<file path="src/rtl/rxq_pkg.sv">
package rxq_pkg;

  typedef enum logic [1:0] {
    FS_IDLE,
    FS_START,
    FS_DATA,
    FS_STOP
  } frame_st_t;

  typedef struct packed {
    logic       ferr;
    logic       b9;
    logic [7:0] data;
  } rx_char_t;

  // majority of three line samples
  function automatic logic maj3(input logic a, input logic b, input logic c);
    return (a & b) | (a & c) | (b & c);
  endfunction

  // index of the final data bit in a frame
  function automatic logic [3:0] last_bit_idx(input logic nine);
    return nine ? 4'd8 : 4'd7;
  endfunction

  // address filter: in nine-bit mode with filtering on, keep only b9 = 1
  function automatic logic keep_char(input logic nine, input logic filt, input logic b9);
    return !(nine && filt) || b9;
  endfunction

  // data byte out of the shift register, which fills from the top
  function automatic logic [7:0] pick_data(input logic nine, input logic [8:0] sh);
    return nine ? sh[7:0] : sh[8:1];
  endfunction

endpackage

</file>
<file path="src/rtl/rxq_frame.sv">
// Frame recovery: start validation, three-sample voting, LSB-first shift.
// OSR must be a power of two so the phase counter wraps once per bit.
module rxq_frame
  import rxq_pkg::*;
#(
  parameter int OSR = 16
) (
  input  logic     clk,
  input  logic     rst_n,
  input  logic     run,
  input  logic     nine_bit,
  input  logic     os_tick,
  input  logic     rx_line,
  output logic     char_done,
  output rx_char_t char_out
);

  localparam int CW = $clog2(OSR);
  localparam logic [CW-1:0] PH_A   = CW'(OSR/2 - 1);
  localparam logic [CW-1:0] PH_B   = CW'(OSR/2);
  localparam logic [CW-1:0] PH_C   = CW'(OSR/2 + 1);
  localparam logic [CW-1:0] PH_ONE = CW'(1);

  logic          line_m, line_s;
  frame_st_t     st;
  logic [CW-1:0] ph;
  logic [CW-1:0] ph_nxt;
  logic          s_a, s_b;
  logic [3:0]    bidx;
  logic [8:0]    sh;
  logic          vote;
  logic          decide;

  // two-stage synchronizer, idle-high reset
  always_ff @(posedge clk or negedge rst_n) begin
    if (!rst_n) begin
      line_m <= 1'b1;
      line_s <= 1'b1;
    end else begin
      line_m <= rx_line;
      line_s <= line_m;
    end
  end

  assign ph_nxt = ph + 1'b1;
  assign vote   = maj3(s_a, s_b, line_s);
  assign decide = os_tick && (st != FS_IDLE) && (ph_nxt == PH_C);

  always_ff @(posedge clk or negedge rst_n) begin
    if (!rst_n) begin
      st        <= FS_IDLE;
      ph        <= '0;
      s_a       <= 1'b1;
      s_b       <= 1'b1;
      bidx      <= '0;
      sh        <= '0;
      char_done <= 1'b0;
      char_out  <= '0;
    end else begin
      char_done <= 1'b0;
      if (!run) begin
        st <= FS_IDLE;
        ph <= '0;
      end else if (os_tick) begin
        if (st == FS_IDLE) begin
          if (!line_s) begin
            st <= FS_START;
            ph <= PH_ONE;
          end
        end else begin
          ph <= ph_nxt;
          if (ph_nxt == PH_A) s_a <= line_s;
          if (ph_nxt == PH_B) s_b <= line_s;
          if (decide) begin
            unique case (st)
              FS_START: begin
                if (!vote) begin
                  st   <= FS_DATA;
                  bidx <= '0;
                end else begin
                  st <= FS_IDLE;
                end
              end
              FS_DATA: begin
                sh <= {vote, sh[8:1]};
                if (bidx == last_bit_idx(nine_bit)) st <= FS_STOP;
                else bidx <= bidx + 1'b1;
              end
              FS_STOP: begin
                char_done     <= 1'b1;
                char_out.data <= pick_data(nine_bit, sh);
                char_out.b9   <= nine_bit ? sh[8] : 1'b0;
                char_out.ferr <= !vote;
                st            <= FS_IDLE;
              end
              default: st <= FS_IDLE;
            endcase
          end
        end
      end
    end
  end

endmodule

</file>
<file path="src/rtl/rxq_buf.sv">
// Small in-order character queue; a write into a full queue is accepted
// only when the head is removed in the same cycle.
module rxq_buf
  import rxq_pkg::*;
#(
  parameter int DEPTH = 2
) (
  input  logic                       clk,
  input  logic                       rst_n,
  input  logic                       push,
  input  rx_char_t                   wr_char,
  input  logic                       pop,
  output logic                       stored,
  output logic                       ovf,
  output rx_char_t                   head,
  output logic [$clog2(DEPTH+1)-1:0] cnt
);

  localparam int PW = (DEPTH > 1) ? $clog2(DEPTH) : 1;
  localparam int NW = $clog2(DEPTH + 1);
  localparam logic [NW-1:0] FULL_CNT = NW'(DEPTH);
  localparam logic [PW-1:0] LAST_PTR = PW'(DEPTH - 1);

  rx_char_t        mem [DEPTH];
  logic [PW-1:0]   wptr, rptr;
  logic            do_pop;

  function automatic logic [PW-1:0] step(input logic [PW-1:0] p);
    return (p == LAST_PTR) ? '0 : p + 1'b1;
  endfunction

  assign do_pop = pop && (cnt != '0);
  assign stored = push && ((cnt != FULL_CNT) || do_pop);
  assign ovf    = push && !stored;
  assign head   = mem[rptr];

  generate
    for (genvar g = 0; g < DEPTH; g++) begin : g_slot
      always_ff @(posedge clk or negedge rst_n) begin
        if (!rst_n) mem[g] <= '0;
        else if (stored && (wptr == PW'(g))) mem[g] <= wr_char;
      end
    end
  endgenerate

  always_ff @(posedge clk or negedge rst_n) begin
    if (!rst_n) begin
      wptr <= '0;
      rptr <= '0;
      cnt  <= '0;
    end else begin
      if (stored) wptr <= step(wptr);
      if (do_pop) rptr <= step(rptr);
      case ({stored, do_pop})
        2'b10:   cnt <= cnt + 1'b1;
        2'b01:   cnt <= cnt - 1'b1;
        default: cnt <= cnt;
      endcase
    end
  end

endmodule

</file>
<file path="src/rtl/async_rx_buf.sv">
module async_rx_buf
  import rxq_pkg::*;
#(
  parameter int OSR   = 16,
  parameter int DEPTH = 2
) (
  input  logic       clk,
  input  logic       rst_n,
  input  logic       rx_en,
  input  logic       nine_bit,
  input  logic       addr_filt,
  input  logic       os_tick,
  input  logic       rx_line,
  input  logic       rd_stb,
  output logic [7:0] rd_data,
  output logic       rd_bit9,
  output logic       rd_ferr,
  output logic       data_avail,
  output logic       overrun
);

  localparam int CNTW = $clog2(DEPTH + 1);

  // named internal events
  logic            run;
  logic            char_done;
  rx_char_t        char_q;
  logic            char_b9;
  logic            push_req;
  logic            store;
  logic            ovf_evt;
  rx_char_t        head;
  logic [CNTW-1:0] buf_cnt;

  assign run      = rx_en && !overrun;
  assign char_b9  = char_q.b9;
  assign push_req = char_done && keep_char(nine_bit, addr_filt, char_b9);

  rxq_frame #(.OSR(OSR)) u_frame (
    .clk      (clk),
    .rst_n    (rst_n),
    .run      (run),
    .nine_bit (nine_bit),
    .os_tick  (os_tick),
    .rx_line  (rx_line),
    .char_done(char_done),
    .char_out (char_q)
  );

  rxq_buf #(.DEPTH(DEPTH)) u_buf (
    .clk    (clk),
    .rst_n  (rst_n),
    .push   (push_req),
    .wr_char(char_q),
    .pop    (rd_stb),
    .stored (store),
    .ovf    (ovf_evt),
    .head   (head),
    .cnt    (buf_cnt)
  );

  always_ff @(posedge clk or negedge rst_n) begin
    if (!rst_n)       overrun <= 1'b0;
    else if (!rx_en)  overrun <= 1'b0;
    else if (ovf_evt) overrun <= 1'b1;
  end

  assign rd_data    = head.data;
  assign rd_bit9    = head.b9;
  assign rd_ferr    = head.ferr;
  assign data_avail = (buf_cnt != '0);

endmodule

</file>
<file path="config.mk">
export PLATFORM = sky130hd
export DESIGN_NAME = async_rx_buf
export DESIGN_NICKNAME = d
export VERILOG_FILES = /design/src/rtl/rxq_pkg.sv /design/src/rtl/rxq_frame.sv /design/src/rtl/rxq_buf.sv /design/src/rtl/async_rx_buf.sv
export SDC_FILE = /design/constraint.sdc
export NUM_CORES = 1
export LEC_CHECK = 0
export ABC_AREA = 1
export BUFFER_PORTS_ARGS = -buffer_cell sky130_fd_sc_hd__buf_2
export CORE_MARGIN = 2
export CORE_UTILIZATION = 30
export DETAILED_ROUTE_END_ITERATION = 10
export HOLD_SLACK_MARGIN = 0.06
export PLACE_DENSITY = 0.49
export SLEW_MARGIN = 20
export SYNTH_ARGS = -nofsm -noshare
export SYNTH_HDL_FRONTEND = slang
export SYNTH_HIERARCHICAL = 1
export SYNTH_SLANG_ARGS = --single-unit
</file>
<file path="constraint.sdc">
create_clock -name clk -period 1.9 [get_ports clk]
set_input_delay 0.285 -clock clk [delete_from_list [all_inputs] [get_ports clk]]
set_output_delay 0.285 -clock clk [all_outputs]
set_load 0.02 [all_outputs]
</file>
==> impl_metrics.tcl, run 1 <==
set metrics [dict create \
    worstPathArrival_ns 1.92 \
    drt_wl_total_um 5780 \
    htree_num_levels 3 \
    synthAdderAreaFrac 0.0371 \
    synth_top_family_by_area "simple AND/OR/NAND/NOR gates" \
    max-vdd-ir-drop_uv 390 \
    area_delta_synth_final_pct 16.1 \
    fin_area_sq_um 3530 \
    viasPerCell 4.30 \
    finalCritPeriodShare 0.892 \
    gp_congestion 0.743 \
    syn_area_sq_um 3040 \
    worstPathRequired_ns 2.12 \
    post-dp-hpwl_um 4240 \
    rows 36 \
    ys_types 33 \
    power_frac_seq 0.468 \
    p_leak_uw 0.00182 \
    crit_path_end "u_frame/bidx[0]$_DFFE_PN0P_" \
    grt_first_pass_wirelength_um 10400 \
    cp_num_buf_inv 3 \
    ys.flop_type "dfrtp_1" \
    synthSimpleGateAreaFrac 0.263 \
    drive_above_1_share 0.196 \
    path_clk_slew_ns 0.07 \
    worst-path-stages 12 \
    start_util 0.310 \
    skew_ns 0.0157 \
    grt_start_max_net_pins 36 \
    period_needed_ns 1.69 \
    cp_slowest_cell "dfrtp_1" \
    yosysTopAreaCellShare 0.453 \
    p_sw_uw 936 \
    p_int_uw 2110 \
    wl_per_cell_um 10.8 \
    synthesis.nets 385 \
    grt_pass1_vias 2241 \
    clk_path_buf_depth 2 \
    drtIter0Drc 65 \
    placed_cell_area_sq_um 3300 \
    finalSetupViolations 0 \
    synth_edf_count 0 \
    synthMuxAreaShare 0 \
    cp_top_family "simple AND/OR/NAND/NOR gates" \
    root_buffer "clkbuf_8" \
    ys_seq_area_frac 0.487 \
    power_density_nw_per_um2 863 \
    synth_area_leaders "dfrtp_1, nand2_1, o21ai_0, inv_1, ha_1" \
    crit_path_frequent_cell "nand2_1" \
    swShare 0.307 \
    yosysWarnings 6 \
    cpPeakStageDelay_ns 0.39 \
    ant_nets 0 \
    regArea_sq_um 1480 \
    r2r_slack_ns 0.21 \
    die_y_um 105 \
    reg2reg_from "u_frame/st[0]$_DFFE_PN0P_" \
    n_fill_cell 1065 \
    pwr-share-comb 0.155 \
    track_usage 0.117 \
    vias 2303 \
    r2r_end "u_frame/bidx[0]$_DFFE_PN0P_" \
    yosysTopAreaCell "dfrtp_1" \
    cp_max_fo 5 \
    worstSetupPathType "flip-flop to flip-flop" \
    cp-end-kind "flip-flop" \
    clock_latency_ns 0.35 \
    finalMaxSlewViolations 0 \
    cts-buffers-inserted 9 \
    synthArstFlopShare 1.00 \
    io_buffers 19 \
    max_freq_mhz 590 \
    antennaDiodeCount 0 \
    cp-start-kind "flip-flop" \
    drv_cap 0 \
    drtPass1Iterations 4 \
    synth_area_per_cell_sq_um 8.26 \
    power_uw 3040 \
    pin_count 20 \
    overflow 0 \
    finalNetCount 415 \
    drc_errors 0 \
    worst_pin_slew_ns 0.488 \
    die_area_sq_um 11000 \
    ys_seq_elements 59 \
    coreArea_sq_um 9820 \
    finalHoldViolations 0 \
    ff2ff_path_depth 12 \
    synthXorXnorAreaFrac 0.00576 \
    clkPwrFrac 0.377 \
    antenna_found_initial 0 \
    cts_sinks 59 \
    cts_tree "done" \
    slew_headroom 0.673 \
    run_status "finished, final reports clean" \
    multi_input_area_sq_um 1300 \
    synth-compound-area-share 0.121 \
    cp_cell_sequence "inv_1 > ha_1 > inv_2 > nand2_2 > nor2_2 > nand2_2 > nor2_4 > inv_1 > nor2_4 > nand2_1 > nand2_1 > nand2_1" \
    crit_start "u_frame/st[0]$_DFFE_PN0P_" \
    syn_inst 368 \
    fp.dieW_um 105 \
    hp-class "primary input to flip-flop" \
]
-- worst min-delay path, stage by stage --
cell,delay (ns)
buf_2,0.09
inv_1,0.06
nor2_1,0.05
-- cells in the mapped netlist (2+ instances only) --
cell type and n:
nand2_1 129, dfrtp_1 55, inv_1 43, o21ai_0 40, nor2_1 15, nand3_1 12, o21ai_2 11, ha_1 9
nand2_2 6, o21ai_1 5, buf_6 4, dfstp_2 4, nor2_4 4, clkbuf_1 3, nand4_1 3, o211ai_1 3
a21oi_1 2, buf_2 2, inv_2 2, nand2_4 2, xnor2_1 2
-- worst min path at each step --
stage,end,slack (ns),from,depth (start not counted)
floorplan,overrun$_DFFE_PN0P_,-0.01,rst_n,0
finish,overrun$_DFFE_PN0P_,0.19,rx_en,3
detailed placement,u_buf/rptr$_DFFE_PN0P_,0.20,rst_n,1
global placement,u_buf/rptr$_DFFE_PN0P_,0.20,rst_n,1
global route,overrun$_DFFE_PN0P_,0.20,rx_en,3
CTS,overrun$_DFFE_PN0P_,0.17,rx_en,3
-- cell usage in the layout, fill, tap and decap left out, types with 2 or more instances in the layout --
cell type      instances
nand2_1              129
nand2_2                6
dfrtp_1               54
nand4_1                3
o211ai_1               3
dlygate4sd3_1          2
o21ai_2               11
nand2_4                2
buf_4                  7
clkbuf_8               9
a21oi_1                2
xnor2_1                2
inv_2                  2
o21ai_1                5
inv_1                 43
ha_1                   9
buf_2                 19
dfstp_2                4
nor2_4                 4
nor2_1                15
buf_12                 2
clkinvlp_4             2
nand3_1               12
inv_6                  2
o21ai_0               40
-- power groups by stage --
stage	Sequential, uW	Combinational (uW)	Clock [uW]
after global routing	1440	544	1260
after CTS	1420	472	1200
after detailed placement	1440	469	0
after floorplan	1380	363	0
after global placement	1440	465	0
final	1420	472	1150
-- metrics by stage --
step           setup slack, ns  hold WS (ns)  utilization  instances  setup TNS, ns
6_report                 0.206         0.193        0.359        536              0
2_1_floorplan            0.299       -0.0106            -        368              0
4_1_cts                 0.0881         0.172        0.359        535              0
5_1_grt               -0.00146         0.200        0.359        536       -0.00146
3_5_place_dp             0.183         0.201        0.336        517              0
3_3_place_gp             0.216         0.201        0.336        517              0
-- sequential cells by signal (all words and copies together) (netlist names) --
register	count
u_frame/ph	4
u_frame/bidx	4
u_frame/s_b	1
u_frame/char_done	1
u_frame/s_a	1
u_buf/wptr	1
u_frame/char_out	10
u_frame/st	2
u_buf/cnt	2
u_frame/line_s	1
overrun	1
u_buf/mem	20
u_frame/line_m	1
u_buf/rptr	1
u_frame/sh	9
-- cell families (layout without fill, tap and decap cells) --
logic type / after synthesis / count (layout)
flip-flops: 59 / 59
AO/OA/AOI/OAI: 63 / 63
buffers and inverters: 57 / 92
AND/OR/NAND/NOR: 178 / 178
XOR/XNOR: 2 / 2
adder cells (fa/ha/maj): 9 / 9
-- cell type report --
class	instances	area share
inverter	46	0.0489
clock inverter	7	0.0216
timing repair buffer	30	0.0588
tap	133	0.0471
multi-input combinational	252	0.368
sequential	59	0.420
clock buffer	9	0.0351
-- what timing repair did --
item | CTS | global route
setup endpoints to repair | 0 | 16
hold buffers | 2 | 0
setup buffers | 0 | 1
resized for setup | 0 | 1
endpoints found under the hold margin | 11 | 0
-- metal layers --
layer / up-vias / global-route usage / part of all wire
met5: - / 0 / 0
met4: 0 / 0.0410 / 0.0097
met3: 8 / 0.0424 / 0.037
met2: 34 / 0.188 / 0.46
met1: 1053 / 0.147 / 0.50
li1: 1208 / - / -
Note: power is estimated with default switching activity, not from simulation.
==> run 2: changes to the inputs <==
CORE_MARGIN = 5   (was 2)
==> run 2 against run 1 <==
  * First-iteration DRC count rose by 80%
  * Critical path type unchanged
  * Die area rose by 12%
  * Sequential cell count did not move
  * Largest power group unchanged
  * Sequential share of layout area rose by 0.32 points
  * Global-route usage fell by 1.5 points
  * Non-clock buffer count fell by 4
  * Highest routed layer unchanged
==> impl_metrics.tcl, run 2 (synthesis gave the netlist of run 1 again) <==
set metrics [dict create \
    cts-buffers-inserted 9 \
    fp.dieW_um 111 \
    min_path_cells 3 \
    drc_errors 0 \
    power_uw 3010 \
    worst_pin_slew_ns 0.551 \
    tns_ns 0 \
    max-vdd-ir-drop_uv 240 \
    fin_util 0.357 \
    clk_path_buf_depth 2 \
    largest_reg_flops 20 \
    start_util 0.310 \
    drtIter0Drc 117 \
    reg.largest.list "u_buf/mem x20, u_frame/char_out x10, u_frame/sh x9" \
    post_cts_buffers 0 \
    finalMaxSlewViolations 0 \
    gp_congestion 0.684 \
    hp-class "primary input to flip-flop" \
    regMostFlops "u_buf/mem" \
    finalCritPeriodShare 0.918 \
    run_status "finished, final reports clean" \
    coreArea_sq_um 9820 \
    io_buffers 19 \
    root_buffer "clkbuf_8" \
    area_delta_synth_final_pct 15.3 \
    wl_per_cell_um 11.1 \
    cp_max_fo 5 \
    htree_num_levels 3 \
    final_cell_mix "nand2_1, dfrtp_1, inv_1" \
    ant_nets 0 \
    power_density_nw_per_um2 860 \
    worstSetupPathType "flip-flop to flip-flop" \
    crit_path_frequent_cell "nand2_2" \
    drtPass1Iterations 4 \
    cp-end-kind "flip-flop" \
    cp_slowest_cell "dfrtp_1" \
    vias 2314 \
    ff2ff_path_depth 12 \
    clock_latency_ns 0.34 \
    grt_start_max_net_pins 38 \
    post-dp-hpwl_um 4190 \
    finalSetupViolations 0 \
    drt_wl_total_um 5890 \
    track_usage 0.102 \
    max_freq_mhz 573 \
    finalHoldViolations 0 \
    path_clk_slew_ns 0.07 \
    drv_cap 0 \
    finalNetCount 411 \
    antennaDiodeCount 0 \
    viasPerCell 4.35 \
    final_cells 532 \
    worstPathRequired_ns 2.13 \
    overflow 0 \
    grt_pass1_vias 2217 \
    cpPeakStageDelay_ns 0.39 \
    grt_first_pass_wirelength_um 10500 \
    die_area_sq_um 12200 \
    slew_headroom 0.633 \
    skew_ns 0.00866 \
    worstPathArrival_ns 1.98 \
    mostFrequentLayoutCell "nand2_1" \
    pin_count 20 \
    rsz0062_at_grt "false" \
    cts_sinks 59 \
    antenna_found_initial 0 \
    cts_tree "done" \
    drive_above_1_share 0.190 \
    r2r_slack_ns 0.16 \
    die_y_um 111 \
    cp-start-kind "flip-flop" \
    cp_cell_sequence "inv_1 > ha_1 > inv_2 > nand2_2 > nor2_2 > nand2_2 > nor2_4 > inv_1 > nor2_4 > nand2_2 > nand2_1 > nand2_1" \
    place_inst 514 \
    period_needed_ns 1.74 \
    rows 36 \
    p_leak_uw 0.00181 \
]
run 2: worst max-delay path, delay by kind of cell (launching register included):
| family | cells | cell delay [ns] |
|---|---|---|
| DFF | 1 | 0.39 |
| buffers and inverters | 3 | 0.24 |
| and+or+nand+nor | 8 | 0.76 |
| adders and majority gates | 1 | 0.24 |
run 2: cell type report:
cell class              instances  area, sq um
fillers                      1070         6320
clock inverters                 7         77.6
inverters                      46          173
repair buffers                 26          178
flip-flops and latches         59         1480
well taps                     133          166
clock buffers                   9          124
multi-input cells             252         1300
run 2: worst paths after layout:
check	end	start
min	overrun$_DFFE_PN0P_	rx_en
max	u_frame/bidx[0]$_DFFE_PN0P_	u_frame/st[0]$_DFFE_PN0P_
max reg2reg	u_frame/bidx[0]$_DFFE_PN0P_	u_frame/st[0]$_DFFE_PN0P_
max in group asynchronous	u_frame/sh[1]$_DFFE_PN0P_	rst_n
min reg2reg	u_frame/line_s$_DFF_PN1_	u_frame/line_m$_DFF_PN1_
min in group asynchronous	u_buf/cnt[0]$_DFFE_PN0P_	rst_n
run 2: layer usage:
layer	GRT usage	up-vias	wire length, um
met5	0	-	0
met4	0.0419	0	92
met3	0.0322	11	206
met2	0.158	30	2770
met1	0.132	1067	2820
li1	-	1206	-
run 2: timing repair:
action                                 CTS  global route
endpoints found under the hold margin   19             0
setup endpoints to repair                0            14
resized for setup                        0             2
hold buffers                             2             0
run 2: power breakdown:
part           switching [uW]  total, uW  leakage [uW]  internal (uW)
clock network             532       1140     0.0000998            613
registers                 104       1420      0.000748           1320
logic                     289        447      0.000958            158
total                     926       3010       0.00181           2090
run 2: metrics by stage:
step / area (sq um) / hold slack [ns] / worst slack [ns]
2_1_floorplan: 3040 / -0.0106 / 0.299
6_report: 3500 / 0.181 / 0.156
3_3_place_gp: 3280 / 0.318 / 0.177
5_1_grt: 3500 / 0.186 / 0.0143
3_5_place_dp: 3280 / 0.308 / 0.116
4_1_cts: 3500 / 0.166 / 0.108
==> run 3: changes to the inputs <==
PLACE_DENSITY = default   (was 0.49)
PLACE_DENSITY_LB_ADDON = 0.05   (was default)
clock period = 1.6 ns   (was 1.9 ns; I/O delays follow)
==> run 3 against run 2 <==
  * Register-to-register slack got worse by 0.15 ns
  * Maximum frequency is 9.4% higher
  * Via count unchanged
  * First-iteration DRC count fell by 27%
  * Setup slack got worse by 0.15 ns
  * Largest cell class unchanged
  * Largest power group unchanged
==> impl_metrics.tcl, run 3 (synthesis gave the netlist of run 1 again) <==
set metrics [dict create \
    run_status "finished, final reports clean" \
    cts-buffers-inserted 9 \
    worst_pin_slew_ns 0.566 \
    cp-start-kind "flip-flop" \
    cp-end-kind "flip-flop" \
    clock_latency_ns 0.33 \
    cp_top_family "simple AND/OR/NAND/NOR gates" \
    root_buffer "clkbuf_8" \
    drtIter0Drc 85 \
    rows 36 \
    power_frac_seq 0.453 \
    place_inst 525 \
    finalNetCount 427 \
    gp_congestion 0.767 \
    drtPass1Iterations 5 \
    clkPwrFrac 0.341 \
    grt_start_max_net_pins 31 \
    area_delta_synth_final_pct 20.5 \
    mostFrequentLayoutCell "nand2_1" \
    r2r_slack_ns 0.006 \
    finalHoldViolations 0 \
    setup_ws_ns 0.00641 \
    worstSetupPathType "flip-flop to flip-flop" \
    htree_num_levels 3 \
    final_cell_mix "nand2_1, dfrtp_1, inv_1" \
    final_cells 548 \
    cp_cell_sequence "ha_2 > inv_2 > nand2_2 > nand2_2 > nand2_2 > nor2_4 > nand3_2 > buf_4 > nand2_1 > o21ai_1" \
    ant_nets 0 \
    p_int_uw 2420 \
    pin_count 20 \
    max_freq_mhz 628 \
    power_density_nw_per_um2 977 \
    p_sw_uw 1160 \
    coreArea_sq_um 9820 \
    track_usage 0.115 \
    use_met3 0.0289 \
    finalMaxSlewViolations 0 \
    finalSetupViolations 0 \
    cts_tree "done" \
    antenna_found_initial 0 \
    cpPeakStageDelay_ns 0.41 \
    die_y_um 111 \
    regMostFlops "u_buf/mem" \
    period_needed_ns 1.59 \
    finalCritPeriodShare 0.996 \
    dp_slack_ns -0.0196 \
    viasPerCell 4.22 \
    io_buffers 19 \
    antennaDiodeCount 0 \
    swShare 0.325 \
    start_util 0.310 \
    fin_util 0.373 \
    path_clk_slew_ns 0.08 \
    busiest_layer "met2" \
    overflow 0 \
    pwr-share-comb 0.206 \
    worstPathArrival_ns 1.80 \
    cp_slowest_cell "dfrtp_1" \
    wl_per_cell_um 11.8 \
    skew_ns 0.0151 \
    worstPathRequired_ns 1.81 \
    drive_above_1_share 0.251 \
    vias 2314 \
    gr-usage-met1 0.159 \
    cts_sinks 59 \
    cp_num_buf_inv 2 \
    hp-class "primary input to flip-flop" \
    p_leak_uw 0.00186 \
    n_fill_cell 1077 \
    drv_cap 0 \
    rsz0062_at_grt "true" \
    crit_path_frequent_cell "nand2_2" \
    max-vdd-ir-drop_uv 306 \
    grtUsageMet2 0.172 \
    drt_wl_total_um 6460 \
    post-dp-hpwl_um 4510 \
    slew_headroom 0.621 \
    fp.dieW_um 111 \
    grt_pass1_vias 2353 \
    reg.largest.list "u_buf/mem x20, u_frame/char_out x10, u_frame/sh x9" \
    largest_reg_flops 20 \
    clk_path_buf_depth 2 \
    grt_first_pass_wirelength_um 11600 \
    regArea_sq_um 1480 \
    die_area_sq_um 12200 \
    multi_input_area_sq_um 1360 \
    cp_max_fo 12 \
    drc_errors 0 \
]
==> run 3: routing by layer <==
layer	routed length (um)	vias up
li1	-	1242
met1	3470	1051
met2	2810	19
met3	133	2
met4	45	0
met5	0	-
==> run 3: timing repair <==
action / in CTS / in global routing
endpoints found under the hold margin: 14 / 0
pin swaps: 5 / 16
hold buffers: 2 / 0
buffers inserted: 2 / 2
setup endpoints to repair: 12 / 35
gates cloned: 1 / 0
gates resized for setup: 6 / 25
==> run 3: area by class of cell <==
cell class,instances,area share
clock buffers,9,0.0338
clock inverters,7,0.0143
inverters,46,0.0482
multi-input cells,253,0.370
flip-flops and latches,59,0.404
well taps,133,0.0454
repair buffers,41,0.0837
==> run 3: tightest hold or removal path, cell delays in order <==
cell and delay, ns:
buf_2 0.09, inv_1 0.06, nor2_1 0.04
==> run 3: final timing paths <==
path | start | end | cells after the start
max | u_frame/ph[1]$_DFFE_PN0P_ | u_frame/char_out[9]$_DFFE_PN0P_ | 10
min | rx_en | overrun$_DFFE_PN0P_ | 3
max in group asynchronous | rst_n | u_buf/mem[19]$_DFFE_PN0P_ | 3
min in group asynchronous | rst_n | u_buf/cnt[0]$_DFFE_PN0P_ | 2
max reg2reg | u_frame/ph[1]$_DFFE_PN0P_ | u_frame/char_out[9]$_DFFE_PN0P_ | 10
min reg2reg | u_frame/line_m$_DFF_PN1_ | u_frame/line_s$_DFF_PN1_ | 0
==> run 3: metrics by stage <==
stage	hold slack [ns]	instance area, sq um	power, uW	TNS (ns)
3_3_place_gp	0.250	3360	2320	-0.0392
5_1_grt	0.124	3660	3820	-2.14
2_1_floorplan	-0.0556	3040	2070	0
3_5_place_dp	0.246	3360	2320	-0.0941
6_report	0.133	3660	3580	0
4_1_cts	0.110	3600	3600	0
==> run 3: power groups by stage <==
stage	logic (uW)	clock network [uW]	registers [uW]
6_report	737	1220	1620
5_1_grt	832	1360	1630
4_1_cts	701	1290	1620
3_5_place_dp	673	0	1650
3_3_place_gp	675	0	1640
2_1_floorplan	431	0	1640
